`config.mk`:
```
export PLATFORM = sky130hd
export DESIGN_NAME = evsense_irq_ctrl
export DESIGN_NICKNAME = d
export VERILOG_FILES = /design/src/rtl/evsense_pkg.sv /design/src/rtl/evsense_sync.sv /design/src/rtl/evsense_edge.sv /design/src/rtl/evsense_status.sv /design/src/rtl/evsense_irq_ctrl.sv
export SDC_FILE = /design/constraint.sdc
export NUM_CORES = 1
export LEC_CHECK = 0
export CORE_MARGIN = 1
export CORE_UTILIZATION = 54
export DETAILED_ROUTE_END_ITERATION = 6
export DONT_BUFFER_PORTS = 1
export MAX_ROUTING_LAYER = met4
export PLACE_DENSITY = 0.72
export SLEW_MARGIN = 20
export SYNTH_ARGS = -nofsm -noshare
export SYNTH_HDL_FRONTEND = slang
export SYNTH_SLANG_ARGS = --single-unit
```
`constraint.sdc`:
```
create_clock -name clk -period 1.4 [get_ports clk]
set_clock_uncertainty 0.15 [all_clocks]
set_input_delay 0.28 -clock clk [delete_from_list [all_inputs] [get_ports clk]]
set_output_delay 0.28 -clock clk [all_outputs]
set_load 0.01 [all_outputs]
```
`src/rtl/evsense_pkg.sv`:
```
package evsense_pkg;
   localparam int ADDR_W = 3;

   typedef enum logic [ADDR_W-1:0] {
      ADR_CHEN = 3'd0,
      ADR_GPOL = 3'd1,
      ADR_STAT = 3'd2,
      ADR_ICTL = 3'd3,
      ADR_IVEC = 3'd4
   } reg_addr_e;

   localparam int ICTL_GATE_BIT = 0;
   localparam int ICTL_SRST_BIT = 1;
endpackage

```
`src/rtl/evsense_sync.sv`:
```
module evsense_sync #(
   parameter int W      = 32,
   parameter int STAGES = 2
) (
   input  logic         clk,
   input  logic         rst_n,
   input  logic [W-1:0] d,
   output logic [W-1:0] q
);
   initial assert (STAGES >= 1 && STAGES <= 4) else $error("STAGES out of range");

   logic [W-1:0] chain [STAGES];

   always_ff @(posedge clk or negedge rst_n) begin
      if (!rst_n) chain[0] <= '0;
      else        chain[0] <= d;
   end

   generate
      for (genvar s = 1; s < STAGES; s++) begin : g_stage
         always_ff @(posedge clk or negedge rst_n) begin
            if (!rst_n) chain[s] <= '0;
            else        chain[s] <= chain[s-1];
         end
      end
   endgenerate

   assign q = chain[STAGES-1];
endmodule

```
`src/rtl/evsense_edge.sv`:
```
module evsense_edge #(
   parameter int NUM_CH = 32,
   parameter int GRP_W  = 4,
   localparam int NUM_GRP = NUM_CH / GRP_W
) (
   input  logic               clk,
   input  logic               rst_n,
   input  logic               active,
   input  logic [NUM_CH-1:0]  lvl,
   input  logic [NUM_CH-1:0]  en,
   input  logic [NUM_GRP-1:0] pol_neg,
   output logic [NUM_CH-1:0]  ev
);
   initial assert (NUM_CH % GRP_W == 0) else $error("NUM_CH must be a multiple of GRP_W");

   logic [NUM_CH-1:0] prev;
   logic [NUM_CH-1:0] rise, fall;

   always_ff @(posedge clk or negedge rst_n) begin
      if (!rst_n) prev <= '0;
      else        prev <= lvl;
   end

   assign rise = lvl & ~prev;
   assign fall = ~lvl & prev;

   generate
      for (genvar g = 0; g < NUM_GRP; g++) begin : g_grp
         localparam int LO = g * GRP_W;
         logic [GRP_W-1:0] pick;
         assign pick = pol_neg[g] ? fall[LO +: GRP_W] : rise[LO +: GRP_W];
         assign ev[LO +: GRP_W] = pick & en[LO +: GRP_W] & {GRP_W{active}};
      end
   endgenerate

   // a single transition yields a one-cycle pulse only
   p_one_event_r11: assert property (@(posedge clk) disable iff (!rst_n)
      (|ev) |=> ((ev & $past(ev)) == '0));
endmodule

```
`src/rtl/evsense_status.sv`:
```
module evsense_status #(
   parameter int NUM_CH = 32
) (
   input  logic              clk,
   input  logic              rst_n,
   input  logic              srst,
   input  logic [NUM_CH-1:0] ev,
   input  logic [NUM_CH-1:0] clr,
   output logic [NUM_CH-1:0] st
);
   always_ff @(posedge clk or negedge rst_n) begin
      if (!rst_n)    st <= '0;
      else if (srst) st <= '0;
      else           st <= (st & ~clr) | ev;
   end

   p_set_hold_r7: assert property (@(posedge clk) disable iff (!rst_n)
      ((|ev) && !srst) |=> ((st & $past(ev)) == $past(ev)));

   p_soft_clear_r9: assert property (@(posedge clk) disable iff (!rst_n)
      srst |=> (st == '0));

   p_no_spurious_r4: assert property (@(posedge clk) disable iff (!rst_n)
      $past(rst_n) |-> ((st & ~$past(st) & ~$past(ev)) == '0));
endmodule

```
`src/rtl/evsense_irq_ctrl.sv`:
```
module evsense_irq_ctrl
   import evsense_pkg::*;
#(
   parameter int NUM_CH      = 32,
   parameter int GRP_W       = 4,
   parameter int SYNC_STAGES = 2,
   parameter int VEC_W       = 8,
   localparam int NUM_GRP    = NUM_CH / GRP_W
) (
   input  logic              clk,
   input  logic              rst_n,
   input  logic              enh_mode,
   input  logic [NUM_CH-1:0] din,
   input  logic              wr_en,
   input  logic [2:0]        wr_addr,
   input  logic [NUM_CH-1:0] wr_data,
   input  logic [2:0]        rd_addr,
   output logic [NUM_CH-1:0] rd_data,
   output logic              irq_req,
   output logic [VEC_W-1:0]  irq_vector
);
   initial assert (VEC_W <= NUM_CH && NUM_GRP <= NUM_CH && NUM_CH >= 2)
      else $error("register widths exceed data width");

   logic [NUM_CH-1:0]  en_q;
   logic [NUM_GRP-1:0] pol_q;
   logic               gate_q;
   logic [VEC_W-1:0]   vec_q;
   logic [NUM_CH-1:0]  lvl_s, ev, stat, clr;
   logic               wr_chen, wr_gpol, wr_stat, wr_ictl, wr_ivec, srst;

   assign wr_chen = wr_en && (wr_addr == ADR_CHEN);
   assign wr_gpol = wr_en && (wr_addr == ADR_GPOL);
   assign wr_stat = wr_en && (wr_addr == ADR_STAT);
   assign wr_ictl = wr_en && (wr_addr == ADR_ICTL);
   assign wr_ivec = wr_en && (wr_addr == ADR_IVEC);
   assign srst    = wr_ictl && wr_data[ICTL_SRST_BIT];
   assign clr     = wr_stat ? wr_data : '0;

   // core configuration: cleared by either reset
   always_ff @(posedge clk or negedge rst_n) begin
      if (!rst_n) begin
         en_q  <= '0;
         pol_q <= '0;
      end else if (srst) begin
         en_q  <= '0;
         pol_q <= '0;
      end else begin
         if (wr_chen) en_q  <= wr_data;
         if (wr_gpol) pol_q <= wr_data[NUM_GRP-1:0];
      end
   end

   // interrupt registers: only the hardware reset clears them
   always_ff @(posedge clk or negedge rst_n) begin
      if (!rst_n) begin
         gate_q <= 1'b0;
         vec_q  <= '0;
      end else begin
         if (wr_ictl) gate_q <= wr_data[ICTL_GATE_BIT];
         if (wr_ivec) vec_q  <= wr_data[VEC_W-1:0];
      end
   end

   evsense_sync #(.W(NUM_CH), .STAGES(SYNC_STAGES)) u_sync (
      .clk(clk), .rst_n(rst_n), .d(din), .q(lvl_s)
   );

   evsense_edge #(.NUM_CH(NUM_CH), .GRP_W(GRP_W)) u_edge (
      .clk(clk), .rst_n(rst_n), .active(enh_mode), .lvl(lvl_s),
      .en(en_q), .pol_neg(pol_q), .ev(ev)
   );

   evsense_status #(.NUM_CH(NUM_CH)) u_stat (
      .clk(clk), .rst_n(rst_n), .srst(srst), .ev(ev), .clr(clr), .st(stat)
   );

   assign irq_req    = gate_q && |(stat & en_q);
   assign irq_vector = vec_q;

   always_comb begin
      rd_data = '0;
      case (rd_addr)
         ADR_CHEN: rd_data = en_q;
         ADR_GPOL: rd_data[NUM_GRP-1:0] = pol_q;
         ADR_STAT: rd_data = stat;
         ADR_ICTL: rd_data[ICTL_GATE_BIT] = gate_q;
         ADR_IVEC: rd_data[VEC_W-1:0] = vec_q;
         default:  rd_data = '0;
      endcase
   end

   p_ictl_kept_r9: assert property (@(posedge clk) disable iff (!rst_n)
      srst |=> (gate_q == $past(wr_data[ICTL_GATE_BIT]) && vec_q == $past(vec_q)));

   p_cfg_cleared_r9: assert property (@(posedge clk) disable iff (!rst_n)
      srst |=> (en_q == '0 && pol_q == '0));

   p_irq_source_r8: assert property (@(posedge clk) disable iff (!rst_n)
      irq_req |-> (stat != '0));

   p_quiet_when_off_r5: assert property (@(posedge clk) disable iff (!rst_n)
      (!enh_mode && $past(rst_n)) |=> ((stat & ~$past(stat)) == '0));
endmodule

```
==> out/results.ini, run 1 <==
[run_status]
status = finished, violations left
violations = negative hold slack, negative setup slack

[synthesis]
synth_compound_area_frac = 0.177
synth_top_family_by_area = compound AO/OA/AOI/OAI gates
syn_avg_cell_area_um2 = 11.7
synth_top_cell_by_area = dfrtp_1
yosysTopAreaCellShare = 0.622
synth.mux.area_fraction = 0.0272
synthesis.area_um2 = 7130
ys_seq_area_frac = 0.622
synth.distinct_cells = 33
synth-seq-cells = 177
synthCells = 611
synthTopCellsByArea = dfrtp_1 62%, a21oi_1 4.4%, and3b_1 4.1%, nand2_1 3.8%, nor3b_1 3.4%
ys.warnings.count = 0
synthAdderAreaFrac = 0
synth-xor-area-share = 0
syn-num-nets = 685
synth-simple-area-share = 0.130

[timing]
rsz0062_at_grt = yes
fin_crit_sh = 1.55
tightest_slew_ps = 730
hold_viol_final = 177
period_minus_slack_ps = 2160
fin_hold_ws_ps = -609
final-setup-viol-count = 33
setup_slack_ps = -765
slew_violations = 0
max_freq_mhz = 462
slew_headroom = 0.510

[clock_tree]
ctsHoldBuffers = 66
root_buffer = clkbuf_16
numCtsBuffers = 17
cts_sinks = 177
cts_tree = done
insertion_delay_ps = 430
clk_path_buf_depth = 2
path_clk_slew_ps = 60
htree_num_levels = 4

[finish]
final_cell_mix = 172 x dfrtp_1, 72 x nand2_1, 65 x dlygate4sd3_1
fillCellCount = 793
syn_to_final_growth_pct = 37.4
layout_commonest_cell = dfrtp_1
n_antenna_cell = 0
drive_above_1_share = 0.248
fin_util = 0.769
nNetsFinal = 830

[place]
dp.final_hpwl_um = 11800
gp_congestion = 0.831
portBuffers = 0
pre_cts_slack_ps = -296

[drt]
wl_per_cell_um = 21.7
ant_nets = 0
drt_iter0_drc = 624
drc = 0
via_per_inst = 6.09
wl_um = 20400
firstDrtPassIters = 7
route.vias.total = 5733

[global_routing]
antenna_found_initial = 0
globalRoute.totalOverflow = 0
grt_max_degree = 178
grtUsageTotal = 0.318
grt_pass1_vias = 6070
grt_pass1_wl_um = 30800

[power]
seqPwrFrac = 0.440
comb_power_share = 0.213
leakagePower_nw = 4.43
clkPwrFrac = 0.347
swShare = 0.269
ir_worst_vdd_uv = 1090
switching_power_mw = 3.98
internal_power_mw = 10.8
powerDensity_nw_per_um2 = 1510

[setup_path]
end_kind = output port
worstSetupPathType = register to output port
crit_arrival_ps = 1730
crit_required_ps = 970
cp_max_fo = 2
worst_setup_path_start_kind = register

[floorplanning]
die_width_um = 117
core_um2 = 12700
io_pins = 115
die_y_um = 117
initial_core_util = 0.560
die-area_um2 = 13700
rows = 41

[worst_hold_path]
min_path_type = input port to async pin

[flow_run]
maxCapViolations = 0

==> cells in the mapped netlist <==
cell       count
nor3b_1       32
o21ai_1        6
or4b_1         1
buf_6          4
a2bb2oi_1      7
clkbuf_1      22
o22ai_2        1
nand4bb_1      1
o21ai_0       34
nor4b_2        1
nand4_1        4
and3_1         1
nor2_1         1
nor3_2         2
o32ai_1        1
nor3b_2        2
inv_1         33
clkinv_1       1
mux2_2         9
a21oi_1       63
buf_2         12
a32o_1         7
o41a_1         1
nor2b_1        1
and3b_1       33
dfrtp_1      177
nand2_2        1
a22oi_1       16
mux4_2         1
a22o_1        25
nand2_1       72
mux2i_1        7
o211ai_1      32
==> power by group through the flow <==
| stage | registers [mW] | clock network [mW] | logic, mW |
|---|---|---|---|
| 3_3_place_gp | 6.39 | 0 | 2.26 |
| 6_report | 6.51 | 5.14 | 3.16 |
| 4_1_cts | 6.41 | 5.17 | 2.86 |
| 3_5_place_dp | 6.44 | 0 | 2.33 |
| 2_1_floorplan | 6.32 | 0 | 1.20 |
| 5_1_grt | 6.56 | 5.41 | 3.36 |
==> metal layers <==
metal,routed length (µm),global-route usage,vias to the layer above
met5,0,-,-
met4,591,0.135,0
met3,1430,0.0839,47
met2,10300,0.521,255
met1,8120,0.372,2936
li1,-,-,2495
==> area by class of cell <==
cell class                 count  area (µm²)  area share
clock buffer                  21         470      0.0481
clock inverter                11         175      0.0179
inverter                      34         128      0.0130
multi-input combinational    362        2700       0.276
sequential                   177        4440       0.453
tap                          172         215      0.0220
timing repair buffer         164        1660       0.170
==> per-stage QoR <==
| step | area (µm²) | TNS, ps | cells | power [mW] |
|---|---|---|---|---|
| after floorplan | 7210 | -4710 | 611 | 7.52 |
| after global placement | 7980 | -3790 | 838 | 8.65 |
| after detailed placement | 7980 | -4340 | 838 | 8.77 |
| after CTS | 9560 | -10950 | 939 | 14.4 |
| after global routing | 9790 | -12130 | 941 | 15.3 |
| final | 9790 | -10840 | 941 | 14.8 |
==> logic make-up after synthesis <==
kind of cell / after synthesis
AOI/OAI and AO/OA: 193
buffers and inverters: 72
DFF: 177
muxes: 17
and+or+nand+nor: 152
==> repair_timing <==
item,CTS,global route
cloned,0,0
pin swaps,16,20
setup buffers,10,12
endpoints found under the setup margin,34,42
hold endpoints to repair,290,177
gates resized for setup,55,46
==> critical path: stages (launching register included) <==
cell and delay (ps):
dfrtp_1 400, a22oi_2 240, nand4_1 140, o41a_1 530
==> final timing paths <==
path	startpoint	endpoint	slack [ps]	cells past startpoint
min in group clk	wr_data[0]	u_stat.st[0]	10	3
hold / removal	rst_n	en_q[25]	-610	0
setup reg to reg	pol_q[7]	u_stat.st[29]	60	3
hold reg to reg	u_sync.chain[49]	u_sync.q[17]	200	0
setup / recovery	u_stat.st[15]	irq_req	-760	3
max in group asynchronous	rst_n	u_sync.chain[44]	1450	0
==> registers in the layout, summed over array words and instances (netlist names) <==
signal and flops:
u_edge.prev 32, u_sync.chain 32, u_stat.st 32, irq_vector 8, gate_q 1, en_q 32
pol_q 8, u_sync.q 32
Power figures use the tool's default switching activity.
==> inputs of run 2 (changes only) <==
PLACE_DENSITY = unset   (was 0.72)
PLACE_DENSITY_LB_ADDON = 0.2   (was unset)
==> run 2 against run 1 <==
The flow still finishes with violations (negative hold slack, negative setup slack). Core utilization fell by 0.73 points. Cell count fell by 0.53%. Hold slack lost 3.8 ps. Clock-buffer cell count did not move. Register-to-register slack better by 20 ps.
==> out/results.ini, run 2 (synthesis results as in run 1) <==
[drt]
via_per_inst = 5.99
drt_iter0_drc = 456
wl_um = 19300
drc = 0
wl_per_cell_um = 20.7
ant_nets = 0
firstDrtPassIters = 5
route.vias.total = 5606

[power]
power_mw = 14.3
ir_worst_vdd_uv = 1210
leakagePower_nw = 4.37
powerDensity_nw_per_um2 = 1470

[clock_tree]
htree_num_levels = 4
cts_tree = done
insertion_delay_ps = 440
root_buffer = clkbuf_16
numCtsBuffers = 17
clk_path_buf_depth = 2
path_clk_slew_ps = 70
cts_sinks = 177

[place]
portBuffers = 0
pre_cts_slack_ps = -371
gp_congestion = 0.845
place_area_um2 = 7950
dp.final_hpwl_um = 11700

[global_routing]
grt_pass1_wl_um = 29900
grt_pass1_vias = 5751
antenna_found_initial = 1
grtUsageTotal = 0.312
globalRoute.totalOverflow = 0
grt_max_degree = 178

[timing]
hold_viol_final = 177
rsz0062_at_grt = yes
slew_violations = 0
fin_crit_sh = 1.55
max_freq_mhz = 461
fin_hold_ws_ps = -612
slew_headroom = 0.578
period_minus_slack_ps = 2170
final-setup-viol-count = 33
tightest_slew_ps = 628
setup_slack_ps = -768

[floorplanning]
die-area_um2 = 13700
die_width_um = 117
rows = 41
core_um2 = 12700
initial_core_util = 0.560
die_y_um = 117
io_pins = 115

[setup_path]
crit_arrival_ps = 1740
worst_setup_path_start_kind = register
r2r_slack_ps = 80
cp_max_fo = 2
r2r-start = pol_q[6]
cp-startpoint = u_stat.st[22]
end_kind = output port
crit_required_ps = 970
worstSetupPathType = register to output port

[flow_run]
maxCapViolations = 0

[finish]
syn_to_final_growth_pct = 36.1
layout_commonest_cell = dfrtp_1
drive_above_1_share = 0.241
seqCellArea_um2 = 4440
final_cell_mix = 172 x dfrtp_1, 72 x nand2_1, 66 x dlygate4sd3_1
final_area_um2 = 9700
multi_input_comb_area_um2 = 2700
fillCellCount = 832
nNetsFinal = 824

[run_status]
violations = negative hold slack, negative setup slack
status = finished, violations left

[worst_hold_path]
min_path_type = input port to async pin

[run 2: cell count changes in the layout (fill, tap and decap cells not counted), moves of 3 or more]
cell and delta:
a22oi_1 -6, a22oi_2 +6, buf_4 -9, clkinv_4 +3
inv_6 -3
[run 2: worst paths after layout]
kind / end / depth (start not counted)
setup / recovery: irq_req / 3
hold / removal: u_stat.st[6] / 0
setup reg to reg: u_stat.st[27] / 3
hold reg to reg: u_sync.q[17] / 0
max in group asynchronous: irq_vector[5] / 0
min in group clk: u_stat.st[7] / 3
[run 2: metal layers]
| layer | part of all wire | global-route usage |
|---|---|---|
| met1 | 0.41 | 0.379 |
| met2 | 0.50 | 0.496 |
| met3 | 0.070 | 0.0901 |
| met4 | 0.020 | 0.118 |
| met5 | 0 | - |
[run 2: where the power goes]
group	internal (mW)	total, mW	switching, mW
Clock	2.74	4.72	1.98
Sequential	5.84	6.51	0.672
Combinational	1.81	3.04	1.24
[run 2: metrics by stage]
| step | cells | hold WS, ps | util | setup TNS, ps |
|---|---|---|---|---|
| final | 936 | -612 | 0.762 | -11000 |
| after CTS | 935 | -625 | 0.747 | -11250 |
| after global placement | 834 | -161 | 0.625 | -3810 |
| after global routing | 936 | -629 | 0.762 | -12270 |
| after floorplan | 611 | -166 | - | -4710 |
| after detailed placement | 834 | -162 | 0.625 | -4200 |
[run 2: repair_timing]
| item | CTS | global route |
|---|---|---|
| hold buffers | 66 | 1 |
| buffers inserted | 10 | 5 |
| endpoints found under the setup margin | 36 | 41 |
| pin swaps | 19 | 24 |
| hold endpoints to repair | 290 | 178 |
| gates resized for setup | 62 | 39 |
[run 2: worst max-delay path, stage by stage (launching register included)]
cell and delay, ps:
dfrtp_1 400, a22oi_2 230, nand4_1 180, o41a_1 490
[run 2: layout make-up]
cell class | instances | share of cell area
Multi-Input combinational cell | 362 | 0.278
Inverter | 34 | 0.0132
Tap cell | 172 | 0.0222
Sequential cell | 177 | 0.457
Timing Repair Buffer | 158 | 0.168
Clock inverter | 11 | 0.0136
Antenna cell | 1 | 0.000258
Clock buffer | 21 | 0.0475
